==> src/rtl/mcs_pkg.sv <==
package mcs_pkg;
  localparam int unsigned MCS_NUM_FN = 32;
  localparam int unsigned MCS_ADDR_W = 12;
  localparam logic [MCS_ADDR_W-1:0] MCS_REG_OFS = 12'hD28;

  typedef logic [MCS_NUM_FN-1:0] fn_vec_t;

  // A release is the previous value high and the present value low
  function automatic fn_vec_t release_events(fn_vec_t prev, fn_vec_t cur);
    return prev & ~cur;
  endfunction

  function automatic fn_vec_t gate_events(fn_vec_t ev, logic en);
    return en ? ev : '0;
  endfunction

  // Clear first, then set, so a simultaneous event survives
  function automatic fn_vec_t w1c_update(fn_vec_t st, fn_vec_t set, fn_vec_t clr);
    return (st & ~clr) | set;
  endfunction

  function automatic logic irq_pending(fn_vec_t st, fn_vec_t msk);
    return |(st & ~msk);
  endfunction
endpackage

==> src/rtl/mcs_fall_detect.sv <==
module mcs_fall_detect
  import mcs_pkg::*;
(
  input  logic    clk,
  input  logic    rst_n,
  input  fn_vec_t mask_i,
  output fn_vec_t prev_o,
  output fn_vec_t fall_o
);
  fn_vec_t prev_q;

  for (genvar g = 0; g < MCS_NUM_FN; g++) begin : g_prev
    always_ff @(posedge clk or negedge rst_n) begin
      if (!rst_n) prev_q[g] <= 1'b0;
      else        prev_q[g] <= mask_i[g];
    end
  end

  assign prev_o = prev_q;
  assign fall_o = release_events(prev_q, mask_i);
endmodule

==> src/rtl/mcs_status_bank.sv <==
module mcs_status_bank
  import mcs_pkg::*;
(
  input  logic    clk,
  input  logic    rst_n,
  input  fn_vec_t set_i,
  input  fn_vec_t clr_i,
  output fn_vec_t status_o
);
  fn_vec_t status_q;
  fn_vec_t status_d;

  assign status_d = w1c_update(status_q, set_i, clr_i);

  for (genvar g = 0; g < MCS_NUM_FN; g++) begin : g_bit
    always_ff @(posedge clk or negedge rst_n) begin
      if (!rst_n) status_q[g] <= 1'b0;
      else        status_q[g] <= status_d[g];
    end
  end

  assign status_o = status_q;
endmodule

==> src/rtl/mcs_irq_agg.sv <==
module mcs_irq_agg
  import mcs_pkg::*;
(
  input  logic    clk,
  input  logic    rst_n,
  input  fn_vec_t status_i,
  input  fn_vec_t mask_i,
  output logic    irq_o
);
  logic irq_q;

  always_ff @(posedge clk or negedge rst_n) begin
    if (!rst_n) irq_q <= 1'b0;
    else        irq_q <= irq_pending(status_i, mask_i);
  end

  assign irq_o = irq_q;
endmodule

==> src/rtl/mcs_event_status.sv <==
module mcs_event_status
  import mcs_pkg::*;
#(
  parameter int unsigned ADDR_W = MCS_ADDR_W,
  parameter logic [ADDR_W-1:0] REG_OFS = MCS_REG_OFS
) (
  input  logic                  clk,
  input  logic                  rst_n,
  input  logic [MCS_NUM_FN-1:0] fn_mask_i,
  input  logic                  evt_en_i,
  input  logic [MCS_NUM_FN-1:0] irq_mask_i,
  input  logic                  reg_valid_i,
  input  logic                  reg_we_i,
  input  logic [ADDR_W-1:0]     reg_addr_i,
  input  logic [MCS_NUM_FN-1:0] reg_wdata_i,
  output logic [MCS_NUM_FN-1:0] reg_rdata_o,
  output logic                  local_irq_o
);
  // Named internal events, observed by the bound checker
  fn_vec_t prev_vec;
  fn_vec_t fall_raw;
  fn_vec_t set_vec;
  fn_vec_t clr_vec;
  fn_vec_t status_q;
  logic    addr_hit;
  logic    wr_hit;
  logic    rd_hit;

  assign addr_hit = reg_valid_i && (reg_addr_i == REG_OFS);
  assign wr_hit   = addr_hit && reg_we_i;
  assign rd_hit   = addr_hit && !reg_we_i;

  mcs_fall_detect u_fall (
    .clk    (clk),
    .rst_n  (rst_n),
    .mask_i (fn_mask_i),
    .prev_o (prev_vec),
    .fall_o (fall_raw)
  );

  assign set_vec = gate_events(fall_raw, evt_en_i);
  assign clr_vec = wr_hit ? reg_wdata_i : '0;

  mcs_status_bank u_bank (
    .clk      (clk),
    .rst_n    (rst_n),
    .set_i    (set_vec),
    .clr_i    (clr_vec),
    .status_o (status_q)
  );

  mcs_irq_agg u_irq (
    .clk      (clk),
    .rst_n    (rst_n),
    .status_i (status_q),
    .mask_i   (irq_mask_i),
    .irq_o    (local_irq_o)
  );

  assign reg_rdata_o = rd_hit ? status_q : '0;
endmodule

==> config.mk <==
export PLATFORM = sky130hd
export DESIGN_NAME = mcs_event_status
export DESIGN_NICKNAME = d
export VERILOG_FILES = /design/src/rtl/mcs_pkg.sv /design/src/rtl/mcs_fall_detect.sv /design/src/rtl/mcs_status_bank.sv /design/src/rtl/mcs_irq_agg.sv /design/src/rtl/mcs_event_status.sv
export SDC_FILE = /design/constraint.sdc
export NUM_CORES = 1
export LEC_CHECK = 0
export CORE_MARGIN = 5
export CORE_UTILIZATION = 55
export DETAILED_ROUTE_END_ITERATION = 8
export DONT_BUFFER_PORTS = 1
export PLACE_DENSITY = 0.7
export SYNTH_ARGS = -nofsm -noshare
export SYNTH_HDL_FRONTEND = slang
export SYNTH_HIERARCHICAL = 1
export SYNTH_SLANG_ARGS = --single-unit
==> constraint.sdc <==
create_clock -name clk -period 1.7 [get_ports clk]
set_input_delay 0.17 -clock clk [delete_from_list [all_inputs] [get_ports clk]]
set_output_delay 0.17 -clock clk [all_outputs]
set_load 0.01 [all_outputs]
==> impl_metrics.json <==
{
  "status": "complete, but fails checks",
  "violations": "setup timing",
  "gr-usage-all-layers": 0.2469,
  "die_w_um": 101.5,
  "detail_route.first_pass.iterations": 4,
  "post-route-period-util": 1.010,
  "dominant_cells_by_area_after_synthesis": "sky130_fd_sc_hd__dfrtp_1 (35%), sky130_fd_sc_hd__nor4_2 (16%), sky130_fd_sc_hd__nor2b_4 (9.6%)",
  "grt_start_max_net_pins": 66,
  "netlist.area_leader.share": 0.3535,
  "synth_area_leader_cell": "sky130_fd_sc_hd__dfrtp_1",
  "remaining_drc_errors": 0,
  "total_placed_instance_area_um2": 4750,
  "clock_latency_ns": 0.33,
  "register_area_share_after_synthesis": 0.3535,
  "core-area_um2": 8175,
  "floorplan.io_pins": 146,
  "final_layout_size_suffix_gt1_frac": 0.3475,
  "start_util": 0.5627,
  "numCtsBuffers": 9,
  "report.final.slew_viol_count": 0,
  "antenna_cells": 0,
  "final_cell_mix": "sky130_fd_sc_hd__dfrtp_1 (65), sky130_fd_sc_hd__inv_1 (64), sky130_fd_sc_hd__nor4_2 (59)",
  "worst_r2r_path_depth": 5,
  "critical_path_required_ns": 1.53,
  "rows": 33,
  "port_buffers": 0,
  "final_hold_viol_count": 0,
  "rsz0062_at_grt": "true",
  "dieHeight_um": 101.5,
  "power_report.internal_total_mw": 2.518,
  "hold_path_class": "in2reg",
  "layout-area-overhead-vs-synth_pct": 19.72,
  "root_buffer": "sky130_fd_sc_hd__clkbuf_8",
  "number_of_antenna_violations_at_the_first_check_in_global_routing": 1,
  "ant_nets": 0,
  "h-tree-depth": 3,
  "netSwitchingFraction": 0.2320,
  "cell_area_after_technology_mapping_um2": 4601,
  "via_per_inst": 6.029,
  "minimum_setup_slack_in_the_final_design_ns": -0.01639,
  "reg2reg_to": "u_irq/irq_o",
  "dr_total_vias": 3479,
  "tightestPinTransition_ns": 0.5059,
  "clock_power_share": 0.396,
  "number_of_global_route_vias_before_repair": 3560,
  "reg2reg_setup_slack_ns": 0.25,
  "net-switching-power_uw": 760.8,
  "wl_per_cell_um": 21.80,
  "numClockSinks": 65,
  "peakVddDrop_mv": 0.3548,
  "whs_ns": 0.04486,
  "hold_path_startpoint": "evt_en_i",
  "design.die.area_um2": 10290,
  "tritoncts": "built",
  "critical_path_arrival_ns": 1.55,
  "combinational_power_share": 0.116,
  "worst_clock_skew_ns": 0.007926,
  "synthDistinctLibCells": 20,
  "postSynthNetCount": 535,
  "rd_place_congestion": 0.8469,
  "fillers": 664,
  "flop_and_latch_count_out_of_synthesis": 65,
  "pwr_density_cell_nw_per_um2": 595.3,
  "final_cell_area_um2": 5508,
  "seq_power_share": 0.488,
  "cts_buffer_depth": 2,
  "crit_end_element": "output pin",
  "wire_length_of_the_first_global_routing_pass_um": 19680,
  "clock_slew_at_reported_path_ffs_ns": 0.08,
  "rr_startpoint": "u_bank/status_o[17]",
  "power_leakage_nw": 2.210,
  "fmax_ghz": 0.5826,
  "worstHoldPathCells": 2,
  "drtIter0Drc": 146,
  "worst_slew_margin_rel": 0.6597,
  "syn_avg_cell_area_um2": 10.90,
  "final_common_cell": "sky130_fd_sc_hd__dfrtp_1",
  "grt.overflow.total": 0,
  "finish.net_count": 580,
  "min_period_ns": 1.716,
  "wirelength_um": 12580,
  "dp_hpwl_um": 7826,
  "synthCells": 422,
  "finalSetupViolCount": 2,
  "final_cell_count_no_fill": 577,
  "worst_setup_path_start_kind": "register",
  "timing_worst_setup_path_type": "reg2out",
  "dpl.cell_count": 509,
  "synth-warning-count": 6,
  "timing.setup.tns_ns": -0.02454,
  "maxCapViolations": 0,
  "worstHoldEndpoint": "u_bank/status_o[12]",
  "critPathMaxFanout": 3,
  "fin_util": 0.6737
}
==> per-layer routing <==
metal | part of all wire | vias to the layer above | global-route usage
met2 | 0.50 | 114 | 0.4024
met4 | 0.012 | 2 | 0.06748
li1 | - | 1599 | -
met3 | 0.077 | 15 | 0.06749
met1 | 0.41 | 1749 | 0.3245
met5 | 0.0010 | - | 0
==> critical path, cell delays in order, from the launching register on <==
cell                      delay, ns
sky130_fd_sc_hd__dfrtp_1       0.37
sky130_fd_sc_hd__or4b_4        0.48
sky130_fd_sc_hd__nor4_4        0.21
sky130_fd_sc_hd__buf_4         0.16
==> synthesized netlist by cell type <==
library cell / count
sky130_fd_sc_hd__or4bb_1: 31
sky130_fd_sc_hd__a21o_1: 32
sky130_fd_sc_hd__o22ai_1: 16
sky130_fd_sc_hd__nand3b_1: 1
sky130_fd_sc_hd__clkbuf_1: 25
sky130_fd_sc_hd__nor2b_4: 32
sky130_fd_sc_hd__inv_1: 64
sky130_fd_sc_hd__nor4_1: 8
sky130_fd_sc_hd__or4b_2: 1
sky130_fd_sc_hd__clkbuf_2: 2
sky130_fd_sc_hd__buf_6: 8
sky130_fd_sc_hd__nand4b_1: 1
sky130_fd_sc_hd__nor4_2: 60
sky130_fd_sc_hd__nand4bb_1: 1
sky130_fd_sc_hd__or4b_1: 32
sky130_fd_sc_hd__nand4_1: 1
sky130_fd_sc_hd__dfrtp_1: 65
sky130_fd_sc_hd__buf_1: 4
sky130_fd_sc_hd__buf_2: 6
sky130_fd_sc_hd__and2_1: 32
==> state kept, by name, indices dropped and copies added, names as in the netlist <==
register / cells
u_bank/status_o: 32
u_fall/prev_o: 32
u_irq/irq_o: 1
==> area by class of cell <==
class	count	area, um2	share of cell area
Tap cell	105	131.4	0.02385
Multi-Input combinational cell	248	2575	0.4675
Timing Repair Buffer	79	745.7	0.1354
Inverter	64	240.2	0.04362
Clock buffer	13	148.9	0.02703
Sequential cell	65	1627	0.2953
Clock inverter	3	40.04	0.007269
==> per-stage QoR <==
| step | power, mW | setup WS [ns] |
|---|---|---|
| 6_report | 3.279 | -0.01639 |
| 5_1_grt | 3.414 | -0.08562 |
| 4_1_cts | 3.306 | -0.01557 |
| 3_5_place_dp | 1.895 | 0.08100 |
| 3_3_place_gp | 1.887 | 0.1341 |
| 2_1_floorplan | 1.911 | 0.1772 |
==> how the worst max path moves through the flow <==
| stage | startpoint | cells past startpoint | endpoint | slack, ns |
|---|---|---|---|---|
| floorplan | reg_addr_i[1] | 6 | u_bank/status_o[10] | 0.18 |
| global placement | reg_addr_i[1] | 4 | reg_rdata_o[21] | 0.13 |
| detailed placement | reg_addr_i[1] | 5 | u_bank/status_o[6] | 0.08 |
| CTS | u_bank/status_o[27] | 3 | reg_rdata_o[27] | -0.02 |
| global route | u_bank/status_o[21] | 3 | reg_rdata_o[21] | -0.09 |
| finish | u_bank/status_o[29] | 3 | reg_rdata_o[29] | -0.02 |
==> logic make-up (layout without fill, tap and decap cells) <==
group | Yosys count | in the layout | synth area share
AO/OA/AOI/OAI | 48 | 48 | 0.07397
buffers and inverters | 109 | 159 | 0.1042
flip-flops | 65 | 65 | 0.3535
AND/OR/NAND/NOR | 200 | 200 | 0.4683
==> power groups by stage <==
stage          clock [mW]  combinational, mW  sequential, mW
6_report             1.30              0.381            1.60
5_1_grt              1.40              0.409            1.60
4_1_cts              1.33              0.371            1.60
3_5_place_dp            0              0.264            1.63
3_3_place_gp            0              0.260            1.63
2_1_floorplan           0              0.285            1.63
==> timing repair <==
action	in CTS	in global routing
buffers inserted	4	14
hold buffers	34	0
hold endpoints to repair	97	0
gates cloned	0	0
setup endpoints to repair	6	29
pin swaps	1	3
gates resized for setup	3	12
Power figures use the tool's default switching activity.
